## src/rtl/bpd_pkg.sv

```systemverilog
// Package: shared state encoding for the burst-aware power-down sequencer.
// Assumes a 3-bit state field; the values are visible on state_o.
package bpd_pkg;
    localparam int STATE_W = 3;

    typedef enum logic [STATE_W-1:0] {
        BPD_RUN       = 3'd0,
        BPD_FLUSH     = 3'd1,
        BPD_GATED     = 3'd2,
        BPD_SLEEP     = 3'd3,
        BPD_WAIT_LOCK = 3'd4
    } bpd_state_e;
endpackage

```

## src/rtl/bpd_flush_timer.sv

```systemverilog
// Module: flush timer. Counts the cycles spent in the flush state and
// raises last_cycle on the final flush cycle.
// Assumes FLUSH_CYCLES >= 1 and that in_flush is a registered state decode.
module bpd_flush_timer #(
    parameter int FLUSH_CYCLES = 64
) (
    input  logic clk,
    input  logic rst_n,
    input  logic in_flush,
    output logic last_cycle
);
    localparam int CNT_W = $clog2(FLUSH_CYCLES + 1);
    localparam logic [CNT_W-1:0] LAST_VAL = CNT_W'(FLUSH_CYCLES - 1);

    logic [CNT_W-1:0] cnt_q;

    // Count up while flushing, restart from zero otherwise.
    always_ff @(posedge clk) begin
        if (!rst_n)
            cnt_q <= '0;
        else if (in_flush)
            cnt_q <= cnt_q + 1'b1;
        else
            cnt_q <= '0;
    end

    // Final flush cycle reached.
    always_comb last_cycle = in_flush && (cnt_q == LAST_VAL);
endmodule

```

## src/rtl/bpd_fsm.sv

```systemverilog
// Module: sequencer state machine. It resolves the three power-down causes
// by priority (sleep, then pin, then automatic mode), and it holds the
// datapath clock enable across the flush.
// Assumes all inputs are synchronous to clk.
module bpd_fsm
    import bpd_pkg::*;
(
    input  logic       clk,
    input  logic       rst_n,
    input  logic       pd_pin,
    input  logic       tx_en,
    input  logic       auto_pd_en,
    input  logic       sleep_req,
    input  logic       pll_locked,
    input  logic       flush_last,
    output bpd_state_e state_q,
    output logic       want_down
);
    bpd_state_e state_d;

    // Any power-down cause active this cycle.
    always_comb want_down = sleep_req || pd_pin || (auto_pd_en && !tx_en);

    // Next-state selection.
    always_comb begin
        state_d = state_q;
        unique case (state_q)
            BPD_RUN: begin
                if (want_down)
                    state_d = BPD_FLUSH;
            end
            BPD_FLUSH: begin
                if (!want_down)
                    state_d = BPD_RUN;
                else if (flush_last)
                    state_d = sleep_req ? BPD_SLEEP : BPD_GATED;
            end
            BPD_GATED: begin
                if (sleep_req)
                    state_d = BPD_SLEEP;
                else if (!want_down)
                    state_d = BPD_RUN;
            end
            BPD_SLEEP: begin
                if (!sleep_req)
                    state_d = BPD_WAIT_LOCK;
            end
            BPD_WAIT_LOCK: begin
                if (sleep_req)
                    state_d = BPD_SLEEP;
                else if (pll_locked)
                    state_d = want_down ? BPD_GATED : BPD_RUN;
            end
            default: state_d = BPD_RUN;
        endcase
    end

    // State register with synchronous reset into RUN.
    always_ff @(posedge clk) begin
        if (!rst_n)
            state_q <= BPD_RUN;
        else
            state_q <= state_d;
    end
endmodule

```

## src/rtl/bpd_out_map.sv

```systemverilog
// Module: output decode. It maps the state onto the clock enables and flags.
// In GATED, a cleared power-down cause restores the datapath enable in the
// same cycle, so a new burst loses no clock.
// Assumes want_down comes from the same cycle's inputs.
module bpd_out_map
    import bpd_pkg::*;
(
    input  bpd_state_e               state_q,
    input  logic                     want_down,
    output logic                     dp_clk_en,
    output logic                     ana_shutdown,
    output logic                     ready,
    output logic                     out_clk_en,
    output logic [STATE_W-1:0]       state_o
);
    // Datapath clock runs in RUN and FLUSH, and is bypassed on in GATED when no cause remains.
    always_comb dp_clk_en = (state_q == BPD_RUN) || (state_q == BPD_FLUSH) ||
                            ((state_q == BPD_GATED) && !want_down);

    // Analog shutdown only in full sleep.
    always_comb ana_shutdown = (state_q == BPD_SLEEP);

    // Ready except while asleep or waiting for lock.
    always_comb ready = (state_q != BPD_SLEEP) && (state_q != BPD_WAIT_LOCK);

    // Output data clock stays alive outside full sleep.
    always_comb out_clk_en = (state_q != BPD_SLEEP);

    // Raw state for observation.
    always_comb state_o = state_q;
endmodule

```

## src/rtl/burst_pd_seq.sv

```systemverilog
// Module: top of the burst-aware power-down sequencer. It ties together the
// state machine, the flush timer and the output decode.
// Assumes synchronous inputs and a synchronous active-low reset.
module burst_pd_seq
    import bpd_pkg::*;
#(
    parameter int FLUSH_CYCLES = 64
) (
    input  logic               clk,
    input  logic               rst_n,
    input  logic               pd_pin,
    input  logic               tx_en,
    input  logic               auto_pd_en,
    input  logic               sleep_req,
    input  logic               pll_locked,
    output logic               dp_clk_en,
    output logic               ana_shutdown,
    output logic               ready,
    output logic               out_clk_en,
    output logic [STATE_W-1:0] state_o
);
    bpd_state_e state_q;
    logic       want_down;
    logic       flush_last;
    logic       in_flush;

    // Flush decode for the timer.
    always_comb in_flush = (state_q == BPD_FLUSH);

    bpd_flush_timer #(.FLUSH_CYCLES(FLUSH_CYCLES)) u_timer (
        .clk        (clk),
        .rst_n      (rst_n),
        .in_flush   (in_flush),
        .last_cycle (flush_last)
    );

    bpd_fsm u_fsm (
        .clk        (clk),
        .rst_n      (rst_n),
        .pd_pin     (pd_pin),
        .tx_en      (tx_en),
        .auto_pd_en (auto_pd_en),
        .sleep_req  (sleep_req),
        .pll_locked (pll_locked),
        .flush_last (flush_last),
        .state_q    (state_q),
        .want_down  (want_down)
    );

    bpd_out_map u_out (
        .state_q      (state_q),
        .want_down    (want_down),
        .dp_clk_en    (dp_clk_en),
        .ana_shutdown (ana_shutdown),
        .ready        (ready),
        .out_clk_en   (out_clk_en),
        .state_o      (state_o)
    );
endmodule

```

## config.mk

```make
export PLATFORM = sky130hd
export DESIGN_NAME = burst_pd_seq
export DESIGN_NICKNAME = d
export VERILOG_FILES = /design/src/rtl/bpd_pkg.sv /design/src/rtl/bpd_flush_timer.sv /design/src/rtl/bpd_fsm.sv /design/src/rtl/bpd_out_map.sv /design/src/rtl/burst_pd_seq.sv
export SDC_FILE = /design/constraint.sdc
export NUM_CORES = 1
export LEC_CHECK = 0
export BUFFER_PORTS_ARGS = -buffer_cell sky130_fd_sc_hd__buf_2
export CORE_UTILIZATION = 40
export CTS_BUF_LIST = sky130_fd_sc_hd__clkbuf_16
export DETAILED_ROUTE_END_ITERATION = 10
export GPL_TIMING_DRIVEN = 0
export PLACE_DENSITY = 0.71
export SLEW_MARGIN = 15
export SYNTH_ARGS = -nofsm -noshare
export SYNTH_HDL_FRONTEND = slang
export SYNTH_SLANG_ARGS = --single-unit
```

## constraint.sdc

```tcl
create_clock -name clk -period 4.3 [get_ports clk]
set_clock_uncertainty 0.15 [all_clocks]
set_input_delay 0.215 -clock clk [delete_from_list [all_inputs] [get_ports clk]]
set_output_delay 0.215 -clock clk [all_outputs]
set_load 0.03 [all_outputs]
```

==> metrics.txt <==
# TYPE chip_impl_metric gauge
chip_impl_metric{name="port-buffer-count",unit=""} 12
chip_impl_info{name="layout.cells.most_common",value="sky130_fd_sc_hd__buf_2"} 1
chip_impl_info{name="yosys-top-cells-area",value="sky130_fd_sc_hd__dfxtp_1, sky130_fd_sc_hd__nor2_1, sky130_fd_sc_hd__a21oi_1"} 1
chip_impl_metric{name="syn_inst",unit=""} 71
chip_impl_metric{name="fin_area",unit="um^2"} 726.9
chip_impl_metric{name="worst-slew-pin-transition",unit="ns"} 0.4170
chip_impl_metric{name="rows",unit=""} 13
chip_impl_metric{name="yosys.cell_types.count",unit=""} 32
chip_impl_metric{name="power_frac_clock",unit="%"} 46.8
chip_impl_metric{name="post_cts.resized_instances",unit=""} 0
chip_impl_metric{name="seqPwrFrac",unit="%"} 29.5
chip_impl_metric{name="fp.dieArea",unit="um^2"} 1588
chip_impl_metric{name="p_int",unit="W"} 0.0002488
chip_impl_info{name="grt_setup_unrepaired",value="no"} 1
chip_impl_metric{name="placedInstanceArea",unit="um^2"} 651.9
chip_impl_metric{name="clk_pin_slew",unit="ns"} 0.04
chip_impl_info{name="crit_chain",value="clkbuf_1, or4_1, a21oi_1, buf_2"} 1
chip_impl_info{name="setup.worst_path.start_class",value="flop"} 1
chip_impl_metric{name="maximum_number_of_pins_on_one_net_before_global_route_repair",unit=""} 11
chip_impl_metric{name="finalSetupTns",unit="ns"} 0
chip_impl_metric{name="fmaxAchievable",unit="GHz"} 0.4948
chip_impl_metric{name="antenna_found_initial",unit=""} 0
chip_impl_metric{name="insertedDiodeCount",unit=""} 0
chip_impl_metric{name="synth_enable_flop_cells",unit=""} 0
chip_impl_metric{name="swShare",unit="%"} 28.05
chip_impl_metric{name="drt-pass1-iter-count",unit=""} 4
chip_impl_metric{name="critical_path_required",unit="ns"} 3.93
chip_impl_metric{name="numCtsBuffers",unit=""} 3
chip_impl_metric{name="nets",unit=""} 96
chip_impl_metric{name="grt_util_overall",unit="%"} 17.39
chip_impl_metric{name="via_count",unit=""} 546
chip_impl_metric{name="synth_top_area_share",unit="%"} 34.93
chip_impl_metric{name="numPlacedInstances",unit=""} 98
chip_impl_metric{name="drive_gt1_share",unit="%"} 23.26
chip_impl_metric{name="number_of_post_cts_setup_repair_buffers",unit=""} 0
chip_impl_metric{name="clock_sink_count",unit=""} 10
chip_impl_info{name="critical_path.reg2reg.startpoint",value="u_fsm.state_q[0]"} 1
chip_impl_info{name="timing.critical_path.slowest_stage_cell",value="sky130_fd_sc_hd__or4_1"} 1
chip_impl_metric{name="cp.arrival",unit="ns"} 1.66
chip_impl_metric{name="seq_area_frac_synth",unit="%"} 34.93
chip_impl_metric{name="detail_route.vias_per_cell",unit=""} 5.406
chip_impl_metric{name="min_period",unit="ns"} 2.021
chip_impl_metric{name="number_of_global_route_vias_before_repair",unit=""} 436
chip_impl_info{name="critical_path.endpoint_type",value="output pin"} 1
chip_impl_metric{name="final_cell_count_no_fill",unit=""} 101
chip_impl_info{name="timing.setup.critical_path_class",value="flop to output pin"} 1
chip_impl_metric{name="grt_first_pass_wirelength",unit="mm"} 1.745
chip_impl_metric{name="die_width",unit="um"} 39.85
chip_impl_metric{name="setup_viol",unit=""} 0
chip_impl_info{name="worstSetupStartpoint",value="u_fsm.state_q[0]"} 1
chip_impl_metric{name="net-switching-power",unit="W"} 0.00009697
chip_impl_info{name="layout.cells.most_common_list",value="sky130_fd_sc_hd__buf_2, sky130_fd_sc_hd__dfxtp_1, sky130_fd_sc_hd__nor2_1"} 1
chip_impl_metric{name="worst-path-max-fanout",unit=""} 10
chip_impl_info{name="hold_removal_path_class",value="primary input to flop"} 1
chip_impl_metric{name="die_h",unit="um"} 39.85
chip_impl_metric{name="synthesis.area",unit="um^2"} 573.1
chip_impl_info{name="worstSetupEndpoint",value="dp_clk_en"} 1
chip_impl_metric{name="drv_cap",unit=""} 0
chip_impl_metric{name="drt_drc_violations_left",unit=""} 0
chip_impl_info{name="cp_top_family",value="simple AND/OR/NAND/NOR gates"} 1
chip_impl_info{name="run_status",value="finished, final reports clean"} 1
chip_impl_metric{name="clock_latency",unit="ns"} 0.24
chip_impl_info{name="synth-main-ff-cell",value="sky130_fd_sc_hd__dfxtp_1"} 1
chip_impl_metric{name="number_of_cells_on_the_worst_reg_to_reg_path",unit=""} 5
chip_impl_metric{name="drtAntennaViolNets",unit=""} 0
chip_impl_metric{name="timing.critical_path.slowest_cell_delay",unit="ns"} 0.56
chip_impl_metric{name="total_buffers_and_inverters_traversed_by_the_critical_path",unit=""} 2
chip_impl_metric{name="timing.slew.headroom",unit="%"} 72.20
chip_impl_metric{name="final_hold_viol_count",unit=""} 0
chip_impl_metric{name="r2r_setup_slack",unit="ns"} 2.55
chip_impl_metric{name="overflow",unit=""} 0
chip_impl_metric{name="worst_case_hold_slack",unit="ns"} 0.1486
chip_impl_info{name="ctsRootBufferMaster",value="sky130_fd_sc_hd__clkbuf_16"} 1
chip_impl_metric{name="p_per_area",unit="nW/um^2"} 475.6
chip_impl_metric{name="ir_drop_worst_vdd",unit="mV"} 0.3210
chip_impl_info{name="rr_endpoint",value="u_fsm.state_q[0]"} 1
chip_impl_metric{name="dpl.hpwl",unit="um"} 830.5
chip_impl_metric{name="initial_core_util",unit="%"} 43.49
chip_impl_metric{name="synth.yosys.warnings",unit=""} 0
chip_impl_metric{name="coreArea",unit="um^2"} 1318
chip_impl_metric{name="routed_wire_length_per_instance",unit="um"} 11.10
chip_impl_metric{name="globalplace.congestion",unit=""} 0.7754
chip_impl_metric{name="comb_power_share",unit="%"} 23.7
chip_impl_metric{name="detailedRoute.firstIterationViolations",unit=""} 8
chip_impl_metric{name="post_cts_hold_buffer_count",unit=""} 0
chip_impl_metric{name="core_util_final",unit="%"} 55.18
chip_impl_metric{name="cts.htree.levels",unit=""} 1
chip_impl_metric{name="synthToLayoutAreaGrowth",unit="%"} 26.86
chip_impl_metric{name="post-route-period-util",unit="%"} 47.00
chip_impl_metric{name="cts_buffer_depth",unit=""} 2
chip_impl_metric{name="synth_async_reset_ratio",unit="%"} 0
chip_impl_info{name="synth_area_leader_cell",value="sky130_fd_sc_hd__dfxtp_1"} 1
chip_impl_metric{name="final-max-slew-violation-count",unit=""} 0
chip_impl_metric{name="p_leak",unit="nW"} 0.2908
chip_impl_info{name="cts_tree",value="built"} 1
chip_impl_metric{name="cp_num_cells",unit=""} 4
chip_impl_metric{name="postRouteWirelength",unit="mm"} 1.121
chip_impl_metric{name="postSynthNetCount",unit=""} 79
chip_impl_metric{name="total_of_flip_flops_plus_latches_after_synthesis",unit=""} 10
chip_impl_metric{name="pin_count",unit=""} 14
chip_impl_metric{name="synthesis.area_per_instance",unit="um^2"} 8.071
[flip-flops by register name (all words and copies together) (netlist names)]
| signal | count |
|---|---|
| u_fsm.state_q | 3 |
| u_timer.cnt_q | 7 |
[worst min path at each step]
stage,start,endpoint,slack [ns],depth (start not counted)
2_1_floorplan,rst_n,u_fsm.state_q[2],0.19,1
3_3_place_gp,u_timer.cnt_q[0],u_timer.cnt_q[0],0.29,1
3_5_place_dp,u_timer.cnt_q[0],u_timer.cnt_q[0],0.29,1
4_1_cts,rst_n,u_fsm.state_q[2],0.15,2
5_1_grt,rst_n,u_fsm.state_q[2],0.16,2
6_report,rst_n,u_fsm.state_q[2],0.15,2
[cells by family (layout without fill, tap and decap cells)]
logic type / Yosys count / count (layout) / synth area share, %
simple gates: 31 / 31 / 29.26
compound gates: 18 / 18 / 20.96
xor+xnor: 4 / 4 / 6.115
flops: 10 / 10 / 34.93
buf+inv: 7 / 22 / 6.551
fa+ha+maj: 1 / 1 / 2.183
[synth_stat cells, types with 2 or more instances]
library cell and count:
sky130_fd_sc_hd__dfxtp_1 10, sky130_fd_sc_hd__nor2_1 9, sky130_fd_sc_hd__a21oi_1 6, sky130_fd_sc_hd__nand2_1 4, sky130_fd_sc_hd__inv_1 3, sky130_fd_sc_hd__nor2b_1 3, sky130_fd_sc_hd__nor3_1 3, sky130_fd_sc_hd__clkbuf_1 2
sky130_fd_sc_hd__nand2b_1 2, sky130_fd_sc_hd__nand3_1 2, sky130_fd_sc_hd__nor3b_1 2, sky130_fd_sc_hd__o21a_1 2, sky130_fd_sc_hd__o21ai_0 2, sky130_fd_sc_hd__xnor2_1 2, sky130_fd_sc_hd__xor2_1 2
[worst reg2reg max path: cells and delay by family (launching register included)]
kind	cells	cell delay [ns]
buffers and inverters	1	0.34
AND/OR/NAND/NOR	1	0.37
flip-flops	1	0.31
AO/OA/AOI/OAI	3	0.50
[routing by layer]
metal  global-route usage (%)  vias up  share of wire [%]
met2                    29.10       15                 48
met5                        0        -                  0
met4                    7.759        0                2.0
met3                    8.523        2                4.8
met1                    17.97      244                 45
li1                         -      285                  -
[power by group through the flow]
stage | Combinational (W) | Sequential, W | Clock, W
3_3_place_gp | 0.0000804 | 0.000103 | 0
6_report | 0.0000818 | 0.000102 | 0.000162
5_1_grt | 0.0000893 | 0.000103 | 0.000169
4_1_cts | 0.0000822 | 0.000102 | 0.000164
3_5_place_dp | 0.0000818 | 0.000104 | 0
2_1_floorplan | 0.0000536 | 0.000111 | 0
[cell type report]
class	count	area, um^2
plain buffers	4	26.28
clock buffers	3	75.07
fillers	129	590.6
inverters	3	11.26
multi-input cells	54	335.3
flip-flops and latches	10	200.2
well taps	15	18.77
repair buffers	12	60.06
[stage by stage]
step           total power [W]  setup slack [ns]
4_1_cts              0.0003483             2.276
5_1_grt              0.0003611             2.225
3_5_place_dp         0.0001854             2.535
6_report             0.0003458             2.279
3_3_place_gp         0.0001838             2.551
2_1_floorplan        0.0001649             2.228
Note: power is estimated with default switching activity, not from simulation.
